==> src/rtl/sclk_div_pkg.sv <==
package sclk_div_pkg;
  localparam int unsigned DIV_CODE_W = 5;
  localparam int unsigned LIN_CODES  = 16;
  localparam int unsigned MIN_RATIO  = 2;

  typedef struct packed {
    logic duty_fix;
    logic str_hi;
    logic str_lo;
    logic idle_hi;
  } sclk_opts_t;
endpackage

==> src/rtl/sclk_ratio_map.sv <==
module sclk_ratio_map #(
  parameter int unsigned CODE_W    = 5,
  parameter int unsigned LIN_CODES = 16,
  parameter int unsigned MIN_RATIO = 2,
  parameter int unsigned MAX_RATIO = MIN_RATIO + LIN_CODES + 2 * ((2 ** CODE_W) - 1 - LIN_CODES),
  parameter int unsigned LEN_W     = $clog2(MAX_RATIO + 2)
) (
  input  logic [CODE_W-1:0] code_i,
  input  logic              str_hi_i,
  input  logic              str_lo_i,
  output logic [LEN_W-1:0]  hi_len_o,
  output logic [LEN_W-1:0]  lo_len_o,
  output logic              odd_o
);
  logic [LEN_W-1:0] ratio;
  logic [LEN_W-1:0] half;

  always_comb begin
    if (code_i < CODE_W'(LIN_CODES))
      ratio = LEN_W'(code_i) + LEN_W'(MIN_RATIO);
    else
      ratio = LEN_W'(MIN_RATIO + LIN_CODES) + (LEN_W'(code_i - CODE_W'(LIN_CODES)) << 1);
    half     = ratio >> 1;
    hi_len_o = half + LEN_W'(str_hi_i);
    lo_len_o = (ratio - half) + LEN_W'(str_lo_i);
    odd_o    = ratio[0];
  end

  always_comb begin
    AST_RATIO_RANGE: assert (ratio >= LEN_W'(MIN_RATIO) && ratio <= LEN_W'(MAX_RATIO));
    if (code_i < CODE_W'(LIN_CODES))
      AST_LIN_PARITY: assert (ratio[0] == code_i[0]);
  end
endmodule

==> src/rtl/sclk_phase_gen.sv <==
module sclk_phase_gen
  import sclk_div_pkg::*;
#(
  parameter int unsigned CODE_W = 5,
  parameter int unsigned LEN_W  = 6
) (
  input  logic              clk_i,
  input  logic              rst_ni,
  input  logic              run_i,
  input  logic [CODE_W-1:0] code_i,
  input  sclk_opts_t        opts_i,
  input  logic [LEN_W-1:0]  lead_len_i,
  input  logic [LEN_W-1:0]  trail_len_i,
  output logic [CODE_W-1:0] eff_code_o,
  output sclk_opts_t        eff_opts_o,
  output logic              sclk_o,
  output logic              rise_o,
  output logic              fall_o
);
  logic              active_q, trail_q;
  logic [LEN_W-1:0]  cnt_q;
  logic              sclk_q, rise_q, fall_q;
  logic [CODE_W-1:0] code_q;
  sclk_opts_t        opts_q;

  // Live settings while at rest, captured ones while running
  assign eff_code_o = active_q ? code_q : code_i;
  assign eff_opts_o = active_q ? opts_q : opts_i;

  always_ff @(posedge clk_i or negedge rst_ni) begin
    if (!rst_ni) begin
      active_q <= 1'b0;
      trail_q  <= 1'b0;
      cnt_q    <= '0;
      sclk_q   <= 1'b0;
      rise_q   <= 1'b0;
      fall_q   <= 1'b0;
      code_q   <= '0;
      opts_q   <= '0;
    end else begin
      rise_q <= 1'b0;
      fall_q <= 1'b0;
      if (!active_q) begin
        code_q <= code_i;
        opts_q <= opts_i;
        if (run_i) begin
          active_q <= 1'b1;
          trail_q  <= 1'b0;
          cnt_q    <= lead_len_i - LEN_W'(1);
          sclk_q   <= ~opts_i.idle_hi;
          rise_q   <= ~opts_i.idle_hi;
          fall_q   <= opts_i.idle_hi;
        end else begin
          sclk_q <= opts_i.idle_hi;
        end
      end else if (cnt_q != '0) begin
        cnt_q <= cnt_q - LEN_W'(1);
      end else if (!trail_q) begin
        trail_q <= 1'b1;
        cnt_q   <= trail_len_i - LEN_W'(1);
        sclk_q  <= opts_q.idle_hi;
        rise_q  <= opts_q.idle_hi;
        fall_q  <= ~opts_q.idle_hi;
      end else if (run_i) begin
        trail_q <= 1'b0;
        cnt_q   <= lead_len_i - LEN_W'(1);
        sclk_q  <= ~opts_q.idle_hi;
        rise_q  <= ~opts_q.idle_hi;
        fall_q  <= opts_q.idle_hi;
      end else begin
        active_q <= 1'b0;
        trail_q  <= 1'b0;
      end
    end
  end

  assign sclk_o = sclk_q;
  assign rise_o = rise_q;
  assign fall_o = fall_q;

  AST_STROBE_EXCL: assert property (@(posedge clk_i) disable iff (!rst_ni)
    !(rise_q && fall_q));
  AST_STOP_ON_BOUNDARY: assert property (@(posedge clk_i) disable iff (!rst_ni)
    $fell(active_q) |-> $past(trail_q && cnt_q == '0 && !run_i));
  AST_CFG_HELD: assert property (@(posedge clk_i) disable iff (!rst_ni)
    (active_q && $past(active_q)) |-> ($stable(opts_q) && $stable(code_q)));
  AST_REST_LEVEL: assert property (@(posedge clk_i) disable iff (!rst_ni)
    (!active_q && $past(!active_q && !run_i)) |-> (sclk_q == $past(opts_i.idle_hi)));
endmodule

==> src/rtl/sclk_duty_fix.sv <==
module sclk_duty_fix #(
  parameter bit FIX_EN = 1'b1
) (
  input  logic clk_i,
  input  logic rst_ni,
  input  logic fix_en_i,
  input  logic sclk_i,
  output logic sclk_o
);
  generate
    if (FIX_EN) begin : g_fix
      logic half_q;
      // Half-cycle-late copy; OR delays only the falling edge
      always_ff @(negedge clk_i or negedge rst_ni) begin
        if (!rst_ni) half_q <= 1'b0;
        else         half_q <= sclk_i;
      end
      assign sclk_o = sclk_i | (fix_en_i & half_q);
    end else begin : g_nofix
      logic unused_fix;
      assign unused_fix = fix_en_i;
      assign sclk_o     = sclk_i;
    end
  endgenerate
endmodule

==> src/rtl/sclk_divider.sv <==
module sclk_divider
  import sclk_div_pkg::*;
#(
  parameter int unsigned CODE_W    = DIV_CODE_W,
  parameter int unsigned LIN_N     = LIN_CODES,
  parameter int unsigned MIN_R     = MIN_RATIO,
  parameter bit          DUTY_FIX  = 1'b1
) (
  input  logic              clk_i,
  input  logic              rst_ni,
  input  logic              run_i,
  input  logic [CODE_W-1:0] div_code_i,
  input  logic              duty_fix_i,
  input  logic              stretch_hi_i,
  input  logic              stretch_lo_i,
  input  logic              idle_high_i,
  output logic              sclk_o,
  output logic              rise_o,
  output logic              fall_o
);
  localparam int unsigned MAX_R = MIN_R + LIN_N + 2 * ((2 ** CODE_W) - 1 - LIN_N);
  localparam int unsigned LEN_W = $clog2(MAX_R + 2);

  sclk_opts_t        opts, eff_opts;
  logic [CODE_W-1:0] eff_code;
  logic [LEN_W-1:0]  hi_len, lo_len, lead_len, trail_len;
  logic              ratio_odd, fix_en, sclk_q;

  assign opts = '{duty_fix: duty_fix_i, str_hi: stretch_hi_i,
                  str_lo: stretch_lo_i, idle_hi: idle_high_i};

  sclk_ratio_map #(
    .CODE_W(CODE_W), .LIN_CODES(LIN_N), .MIN_RATIO(MIN_R),
    .MAX_RATIO(MAX_R), .LEN_W(LEN_W)
  ) u_map (
    .code_i  (eff_code),
    .str_hi_i(eff_opts.str_hi),
    .str_lo_i(eff_opts.str_lo),
    .hi_len_o(hi_len),
    .lo_len_o(lo_len),
    .odd_o   (ratio_odd)
  );

  // Lead phase is the one away from the idle level
  assign lead_len  = eff_opts.idle_hi ? lo_len : hi_len;
  assign trail_len = eff_opts.idle_hi ? hi_len : lo_len;
  assign fix_en    = eff_opts.duty_fix & ratio_odd;

  sclk_phase_gen #(.CODE_W(CODE_W), .LEN_W(LEN_W)) u_phase (
    .clk_i      (clk_i),
    .rst_ni     (rst_ni),
    .run_i      (run_i),
    .code_i     (div_code_i),
    .opts_i     (opts),
    .lead_len_i (lead_len),
    .trail_len_i(trail_len),
    .eff_code_o (eff_code),
    .eff_opts_o (eff_opts),
    .sclk_o     (sclk_q),
    .rise_o     (rise_o),
    .fall_o     (fall_o)
  );

  sclk_duty_fix #(.FIX_EN(DUTY_FIX)) u_fix (
    .clk_i   (clk_i),
    .rst_ni  (rst_ni),
    .fix_en_i(fix_en),
    .sclk_i  (sclk_q),
    .sclk_o  (sclk_o)
  );

  AST_CORR_LATE_FALL: assert property (@(negedge clk_i) disable iff (!rst_ni)
    (DUTY_FIX && fix_en && $fell(sclk_q)) |-> sclk_o);
  AST_RISE_ON_EDGE: assert property (@(posedge clk_i) disable iff (!rst_ni)
    rise_o |-> (sclk_o && !$past(sclk_q)));
endmodule

==> config.mk <==
export PLATFORM = sky130hd
export DESIGN_NAME = sclk_divider
export DESIGN_NICKNAME = d
export VERILOG_FILES = /design/src/rtl/sclk_div_pkg.sv /design/src/rtl/sclk_ratio_map.sv /design/src/rtl/sclk_phase_gen.sv /design/src/rtl/sclk_duty_fix.sv /design/src/rtl/sclk_divider.sv
export SDC_FILE = /design/constraint.sdc
export NUM_CORES = 1
export LEC_CHECK = 0
export BUFFER_PORTS_ARGS = -buffer_cell sky130_fd_sc_hd__clkbuf_2
export CORE_MARGIN = 2
export CORE_UTILIZATION = 45
export DETAILED_ROUTE_END_ITERATION = 16
export PLACE_DENSITY_LB_ADDON = 0.15
export SYNTH_ARGS = -nofsm -noshare
export SYNTH_HDL_FRONTEND = slang
export SYNTH_HIERARCHICAL = 1
export SYNTH_SLANG_ARGS = --single-unit
==> constraint.sdc <==
create_clock -name clk_i -period 4.89 [get_ports clk_i]
set_input_delay 0.489 -clock clk_i [delete_from_list [all_inputs] [get_ports clk_i]]
set_output_delay 0.489 -clock clk_i [all_outputs]
set_load 0.005 [all_outputs]
### Yosys cells after proc, flatten, opt, wreduce, memory -nomap -nowiden

Cells that the tools add are included.

* bits in registers: 21
* output and inout port bits: 3
* word-level logic and storage cells: 65

* add/subtract/negate cells: 9
* order comparisons: 1
* equality and inequality tests: 2
* muxes and demuxes: 32
* bitwise logic cells: 5
* reduce and logical (&&, ||, !) cells: 4

Operators with widths (count)
* $mux W6: 7
* $mux W1: 23
* $sub A6 B1 Y6 const B: 3
* $add A5 B1 Y6: 1
* $add A5 B2 Y6 const B: 1
* $add A5 B6 Y6 const A: 1
* $add A6 B1 Y6: 1
* $reduce_bool A6 Y1: 1
* $sub A6 B5 Y6: 1
* $lt A5 B5 Y1 const B: 1
* $mux W5: 1
* $sub A5 B5 Y5 const B: 1
* $mux W4: 1
* $reduce_and A2 Y1: 2
* $ne A3 B3 Y1 const B: 1
* $and A1 B1 Y1: 2
* $ne A2 B2 Y1 const B: 1
* $not A1 Y1: 2
* $reduce_bool A2 Y1: 1
* $or A1 B1 Y1: 1

### Longest topological paths before layout

Gate-level depths: netlist of the first run.

* word-level depth: 12
* depth in mapped cells: 20
* gate-level depth less buffers: 18

### Hierarchy

The synthesis of the first run kept the hierarchy.

Modules (own cells, without submodules)
* sclk_phase_gen: instances 1, cells an instance 130, area each 1260.0 sq um, seq. area each 500.5 sq um
* sclk_ratio_map: instances 1, cells an instance 64, area each 520.5 sq um, seq. area each 0.0 sq um
* sclk_divider: instances 1, cells an instance 14, area each 190.2 sq um, seq. area each 0.0 sq um
* sclk_duty_fix: instances 1, cells an instance 2, area each 32.5 sq um, seq. area each 25.0 sq um

==> results.cfg, run 1 <==
[status]
outcome = finished clean

[synth]
synth_edf_count = 0
yosysTopAreaCell = dfrtp_1
syn_inst = 210
async_reset_ff_share_pct = 100
ys_seq_area_share_pct = 26.2
yosys.cell_types.count = 43
yosysWarnings = 6
dominantRegCellSynth = dfrtp_1
synthTopCellsByArea = dfrtp_1 (25%), ha_1 (14%), mux2_4 (7.5%)
synth_commonest_cells = inv_1 (25), ha_1 (23), dfrtp_1 (20), nand2_1 (13)
synth_nets = 246
synth_area_mm2 = 0.00200
syn_avg_cell_area_um2 = 9.54
synth_top_area_share_pct = 25.0
yosysMostFrequentCell = inv_1
synth-seq-cells = 21

[clock_tree]
clkSinkCount = 21
cts_setup_buffers = 0
clock-root-buffer = clkbuf_8
cts_tree = done
clkTransAtPathRegs_ps = 90
max-clock-path-buffers = 2
cts.htree.levels = 1
numCtsBuffers = 3
cts_resized = 0
ctsHoldBuffers = 0
clock_latency_ps = 280

[floorplan]
row_count = 24
die_w_um = 70.7
ioPinCount = 15
die_area_mm2 = 0.00500
die_h_um = 70.7
floorplan.initialDensity_pct = 46.3
core_area_mm2 = 0.00432

[timing]
final-hold-violation-count = 0
fin_crit_sh_pct = 81.8
min_period_ps = 4000
slew_headroom_pct = 63.7
hold_slack_ps = 185
finClkSkew_ps = 10.2
slew_violations = 0
rsz0062_at_grt = no
setup-violations-final = 0
fmax_mhz = 250
setup_tns_ps = 0
worst_slew_pin_slew_ps = 544

[final_layout]
final_util_pct = 49.8
layout-drive-gt1-share_pct = 21.6
area_delta_synth_final_pct = 7.50
multi_input_comb_area_mm2 = 0.00134
antenna_cells = 0
fin_area_mm2 = 0.00215
fillCellCount = 428
final_nets = 259
ff_latch_area_um2 = 526

[place]
dp_hpwl_um = 2860
port_buffers = 14
gp_congestion = 0.807
placed_cell_area_mm2 = 0.00210

[global_routing]
grt_max_degree = 25
grt-ovfl-total = 0
antenna_found_initial = 0
grt_pass1_wl_um = 6170
grt_pass1_vias = 1300
track_usage_pct = 15.2

[route]
dr.pass1.iters = 4
drt-vias-per-instance = 5.32
ant_nets = 0
drt-wirelength-per-cell_um = 13.2
drc = 0
vias = 1459
drtIter0Drc = 80
routed_wl_um = 3610

[worst_setup_path]
cp_max_fo = 6
r2r_start = u_phase/active_q
critical_path_arrival_ps = 4160
reg2reg_depth = 17
path_class = flip-flop to flip-flop
worstPathRequired_ps = 5050
r2r_setup_slack_ps = 890
r2r-end = u_phase/cnt_q[5]
start_kind = flip-flop
crit_path_end_kind = flip-flop

[worst_hold_path]
hold_path.class = input port to asynchronous set/reset pin

[job]
cap_violations = 0
==> placed cells by master (no fill, tap or decap), drive strengths merged, types with 4 or more instances in the layout <==
cell type  count
nand2b         4
a22oi          4
dfrtp         20
nor3           4
o21ai         10
nor3b          4
nand2         13
xor2           8
mux2          21
a21oi          9
mux2i          4
nor2           7
nand3          5
xnor2         11
clkbuf        17
inv           25
ha            23
o22ai          4
a21o           4
==> metal layers <==
metal	vias up	global-route usage (%)	share of wire (%)
met5	-	0	0
met4	0	4.40	1.1
met3	4	2.14	2.0
met2	13	23.7	45
met1	688	21.9	52
li1	754	-	-
==> worst max path at each step <==
stage,from,to,slack [ps],cells past startpoint
after floorplan,u_phase/active_q,u_phase/cnt_q[5],830,19
after global placement,div_code_i[2],u_phase/cnt_q[5],910,18
after detailed placement,div_code_i[2],u_phase/cnt_q[5],890,18
after CTS,u_phase/active_q,u_phase/cnt_q[5],880,17
after global routing,u_phase/active_q,u_phase/cnt_q[5],710,17
final,u_phase/active_q,u_phase/cnt_q[5],890,17
==> sequential cells by signal (all words and copies together), names as in the netlist <==
| signal | cells |
|---|---|
| u_phase/fall_o | 1 |
| u_phase/code_q | 5 |
| u_phase/active_q | 1 |
| u_fix/g_fix.half_q | 1 |
| u_phase/sclk_o | 1 |
| u_phase/cnt_q | 6 |
| u_phase/trail_q | 1 |
| u_phase/opts_q | 4 |
| u_phase/rise_o | 1 |
==> metrics by stage <==
step           setup slack [ps]  cells
6_report                    890    274
5_1_grt                     705    274
4_1_cts                     885    274
3_5_place_dp                893    270
3_3_place_gp                913    270
2_1_floorplan               829    210
==> kinds of logic (layout without fill, tap and decap cells) <==
family / after synthesis / after routing / synth area share, %
DFF: 21 / 21 / 26.2
buffers and inverters: 33 / 45 / 7.12
adders and majority gates: 24 / 24 / 15.4
xor gates and xnor gates: 19 / 19 / 8.31
muxes: 25 / 25 / 15.7
AOI/OAI and AO/OA: 40 / 40 / 13.4
and+or+nand+nor: 48 / 48 / 13.9
==> final cells by class <==
class                   instances  share of cell area [%]
clock buffers                   3                    1.92
clock inverters                 1                   0.349
inverters                      25                    4.36
well taps                      52                    3.02
repair buffers                 16                    3.95
flip-flops and latches         21                    24.4
multi-input cells             156                    62.0
==> worst max-delay path, stage by stage, from the launching register on <==
cell      delay (ps)
dfrtp_1          490
mux2_2           420
ha_1             230
xnor2_1          170
nor2_1            60
a21oi_2          190
inv_1            110
ha_1             280
inv_1             40
ha_1             350
o21ai_0          180
o21bai_1          80
a21oi_1          170
xnor2_1          170
mux2_4           180
and4b_1          170
or3_1            330
a32o_1           250
Power of run 1 is not shown: default switching activity piles up to over one toggle a cycle in this logic, so the estimate is an artifact.
==> run 2, diff against run 1 <==
- ABC_AREA: not set -> 1
- clock period: 4.89 -> 3.85 ns (I/O delays scaled with it)
==> run 2 against run 1 <==
  * Non-clock buffer count grew 1
  * Synthesized cell count grew 49%
  * Utilization grew 0.98 points
  * Die area grew 1.9%
  * Cell count grew 38%
  * Via count grew 28%
  * Routed wire length grew 20%
  * Area after synthesis grew 2.0%
  * Critical path depth grew 6
  * Sequential cell count is the same
  * Critical endpoint unchanged
==> results.cfg, run 2 <==
[final_layout]
multi_input_comb_area_mm2 = 0.00130
layout_common_cells = nand2_1 (117), inv_1 (41), ha_1 (23)
reg_top3 = u_phase/cnt_q x6, u_phase/code_q x5, u_phase/opts_q x4
final_nets = 363
fillCellCount = 457
layout-drive-gt1-share_pct = 11.3
final_cells = 378
antenna_cells = 0
area_delta_synth_final_pct = 8.21
largest_reg_flops = 6
final_common_cell = nand2_1
final_util_pct = 50.8
ff_latch_area_um2 = 527
regMostFlops = u_phase/cnt_q

[route]
routed_wl_um = 4330
drt-vias-per-instance = 4.94
drtIter0Drc = 111
drc = 0
vias = 1867
drt-wirelength-per-cell_um = 11.5
dr.pass1.iters = 4
ant_nets = 0

[global_routing]
track_usage_pct = 18.1
grt_pass1_wl_um = 7600
grt-ovfl-total = 0
grt_pass1_vias = 1774
grt_max_degree = 22
antenna_found_initial = 0

[synth]
ys_seq_area_share_pct = 25.7
synth-seq-cells = 21
synthTopCellsByArea = dfrtp_1 (24%), nand2_1 (21%), ha_1 (14%)
syn_inst = 312
synth_edf_count = 0
synth_nets = 348
yosysWarnings = 6
synth_commonest_cells = nand2_1 (117), inv_1 (41), ha_1 (23), nand3_1 (22), nor2_1 (21)
yosysTopAreaCell = dfrtp_1
yosys.cell_types.count = 29
yosysMostFrequentCell = nand2_1
synth_area_mm2 = 0.00204
synth_top_area_share_pct = 24.5
syn_avg_cell_area_um2 = 6.55
dominantRegCellSynth = dfrtp_1
async_reset_ff_share_pct = 100

[job]
cap_violations = 0

[timing]
fin_crit_sh_pct = 88.8
min_period_ps = 3420
finClkSkew_ps = 13.1
hold_slack_ps = 98.7
fmax_mhz = 292
final-hold-violation-count = 0
rsz0062_at_grt = no
slew_headroom_pct = 63.1
setup_tns_ps = 0
slew_violations = 0
worst_slew_pin_slew_ps = 554
setup-violations-final = 0

[clock_tree]
cts_tree = done
clock-root-buffer = clkbuf_8
max-clock-path-buffers = 2
clkSinkCount = 21
cts.htree.levels = 1
ctsHoldBuffers = 0
clock_latency_ps = 270
cts_resized = 0
cts_setup_buffers = 0
numCtsBuffers = 3
clkTransAtPathRegs_ps = 80

[worst_setup_path]
r2r-end = u_phase/cnt_q[5]
reg2reg_depth = 23
worstPathRequired_ps = 4040
crit_path_end_kind = flip-flop
worstSetupStartpoint = u_phase/active_q
start_kind = flip-flop
r2r_start = u_phase/active_q
r2r_setup_slack_ps = 430
cp_max_fo = 13
critPathCapture = u_phase/cnt_q[5]
critical_path_arrival_ps = 3610
path_class = flip-flop to flip-flop

[floorplan]
floorplan.initialDensity_pct = 46.9
row_count = 24
die_area_mm2 = 0.00510
die_w_um = 71.4
ioPinCount = 15
die_h_um = 71.4
core_area_mm2 = 0.00435

[place]
port_buffers = 14
dp_hpwl_um = 3410
dp.cells = 374
gp_congestion = 0.843

[worst_hold_path]
hold_path.class = input port to asynchronous set/reset pin

[status]
outcome = finished clean
run 2: changes by cell type in the layout (fill, tap and decap cells not counted), moves of 5 or more:
cell	delta
mux2_4	-10
nand3_1	+17
nor2_1	+14
xnor2_1	-5
inv_2	+5
nand2_1	+104
xor2_1	-7
mux2_2	-11
inv_1	+16
run 2: kinds of logic after synthesis:
group                    after synthesis  synth area share (%)
AO/OA/AOI/OAI                         33                  10.3
XOR/XNOR                               7                  3.00
adder cells (fa/ha/maj)               24                  15.1
buffers and inverters                 54                  10.9
flip-flops                            21                  25.7
AND/OR/NAND/NOR                      173                  35.0
run 2: worst min-delay path by stage:
stage	startpoint	endpoint	slack, ps	depth (start not counted)
after floorplan	rst_ni	u_phase/active_q	90	0
after global placement	rst_ni	u_phase/opts_q[3]	390	1
after detailed placement	rst_ni	u_phase/opts_q[3]	390	1
after CTS	rst_ni	u_phase/opts_q[3]	100	1
after global routing	rst_ni	u_phase/opts_q[3]	120	1
final	rst_ni	u_phase/opts_q[3]	100	1
run 2: final cells by class:
cell class / count / area share (%)
well taps: 52 / 2.94
clock buffers: 3 / 1.87
inverters: 47 / 8.09
clock inverters: 1 / 0.340
flip-flops and latches: 21 / 23.8
multi-input cells: 237 / 58.7
repair buffers: 17 / 4.19
run 2: stage by stage:
stage | instance area (um2) | setup slack (ps)
floorplan | 2040 | 364
global placement | 2150 | 373
detailed placement | 2150 | 353
CTS | 2200 | 313
global route | 2210 | 19.8
finish | 2210 | 431
run 2: critical path, cell delays in order (launching register included):
cell	delay [ps]
dfrtp_2	460
inv_4	100
nand2_1	70
nand2_1	110
ha_1	300
inv_1	40
o21ai_0	200
inv_1	80
ha_1	310
inv_1	60
fa_1	440
nand3b_1	170
nand2_1	90
xor2_1	200
nand2_1	80
nand2_1	100
nor2_1	70
nand3_1	80
nand2_1	50
nand2_1	60
nand2_1	50
nand2_1	50
nand2_1	50
a21oi_1	110
run 2: per-layer routing:
layer	up-vias	global-route usage [%]	wire length, um
met5	-	0	0
met1	831	25.2	2290
met4	0	5.45	57
li1	1007	-	-
met3	4	1.69	88
met2	25	29.7	1900
Power of run 2 is left out for the same reason.
==> run 3, diff against run 2 <==
- ABC_AREA: 1 -> not set
==> run 3 against run 2 <==
  * Fmax is 7.2% lower
  * Largest cell class unchanged
  * Clock skew decreased by 1.8 ps
  * Critical path type unchanged
  * First-iteration DRC count shrank 23%
==> results.cfg, run 3 (same netlist as run 1, synthesis figures left out) <==
[route]
drt-vias-per-instance = 5.25
drtIter0Drc = 85
drc = 0
drt-wirelength-per-cell_um = 14.5
dr.pass1.iters = 4
vias = 1480
routed_wl_um = 4080
ant_nets = 0

[final_layout]
layout-drive-gt1-share_pct = 30.9
layout_common_cells = inv_1 (23), ha_1 (19), dfrtp_1 (19)
area_delta_synth_final_pct = 15.1
final_cells = 282
final_common_cell = inv_1
reg_top3 = u_phase/cnt_q x6, u_phase/code_q x5, u_phase/opts_q x4
fillCellCount = 412
largest_reg_flops = 6
final_util_pct = 53.3
regMostFlops = u_phase/cnt_q
antenna_cells = 0
final_nets = 267

[global_routing]
antenna_found_initial = 0
grt.busiest_layer = met2
met1_usage_pct = 23.2
grt-ovfl-total = 0
use_met2_pct = 27.8
grt_pass1_wl_um = 6810
grt_max_degree = 24
grt_pass1_vias = 1438
track_usage_pct = 17.0
use_met3_pct = 2.14

[worst_setup_path]
worstSetupStartpoint = u_phase/active_q
crit_path_end_kind = flip-flop
reg2reg_depth = 15
worstPathRequired_ps = 4020
r2r_start = u_phase/active_q
critical_path_arrival_ps = 3850
path_class = flip-flop to flip-flop
cp_max_fo = 6
start_kind = flip-flop

[timing]
hold_slack_ps = 81.3
worst_slew_pin_slew_ps = 1230
final-hold-violation-count = 0
setup-violations-final = 0
fmax_mhz = 271
finClkSkew_ps = 11.3
slew_headroom_pct = 17.7
worst_slack_ps = 164
fin_crit_sh_pct = 95.7
min_period_ps = 3690
slew_violations = 0

[floorplan]
floorplan.initialDensity_pct = 46.3
ioPinCount = 15
die_h_um = 70.7
core_area_mm2 = 0.00432
row_count = 24
die_w_um = 70.7
die_area_mm2 = 0.00500

[place]
dp_hpwl_um = 3140
pre_cts_slack_ps = -90.2
dp.cells = 276
gp_congestion = 0.801
port_buffers = 14

[clock_tree]
cts.htree.levels = 1
clock_latency_ps = 270
clock-root-buffer = clkbuf_8
numCtsBuffers = 3
clkSinkCount = 21
clkTransAtPathRegs_ps = 90
cts_tree = done
max-clock-path-buffers = 2

[worst_hold_path]
hold_path.class = input port to asynchronous set/reset pin

[job]
cap_violations = 0

[status]
outcome = finished clean
run 3: critical path: stages, from the launching register on:
cell and delay (ps):
dfrtp_2 450, mux2_2 370, ha_2 270, mux2_4 290, inv_1 70, ha_1 240
ha_1 310, a211oi_2 200, o21bai_1 110, a21oi_1 180, xnor2_1 110, mux2_4 260
nand2_1 70, a21oi_1 40, or3_1 370, a32o_1 250
run 3: layout make-up:
type / instances / area (um2) / share of cell area [%]
Inverter: 25 / 93.8 / 4.07
Clock inverter: 1 / 7.51 / 0.326
Tap cell: 52 / 65.1 / 2.82
Sequential cell: 21 / 527 / 22.8
Clock buffer: 3 / 41.3 / 1.79
Timing Repair Buffer: 24 / 145 / 6.29
Multi-Input combinational cell: 156 / 1430 / 61.9
run 3: path summary, 6_finish.rpt:
| kind | endpoint | slack, ps |
|---|---|---|
| setup / recovery | u_phase/cnt_q[5] | 160 |
| setup reg to reg | u_phase/cnt_q[5] | 160 |
| min in group clk_i | u_phase/opts_q[3] | 360 |
| hold reg to reg | u_phase/opts_q[1] | 500 |
| max in group asynchronous | u_fix/g_fix.half_q | 1570 |
| hold / removal | u_phase/cnt_q[0] | 80 |
run 3: stage by stage:
| stage | TNS (ps) | instance area, um2 |
|---|---|---|
| after floorplan | 0 | 2030 |
| after global placement | -50.2 | 2170 |
| after detailed placement | -90.2 | 2170 |
| after CTS | 0 | 2230 |
| after global routing | -24.3 | 2310 |
| final | 0 | 2310 |
run 3: repair_timing:
item / 4_1_cts / 5_1_grt
pin swaps: 0 / 10
setup buffers: 1 / 1
hold buffers: 0 / 0
endpoints found under the setup margin: 1 / 2
resized for setup: 2 / 17
run 3: routing by layer:
metal,wire (um),vias up
li1,-,765
met4,55,0
met5,0,-
met1,1990,693
met3,55,4
met2,1980,18
Power of run 3 is left out for the same reason.
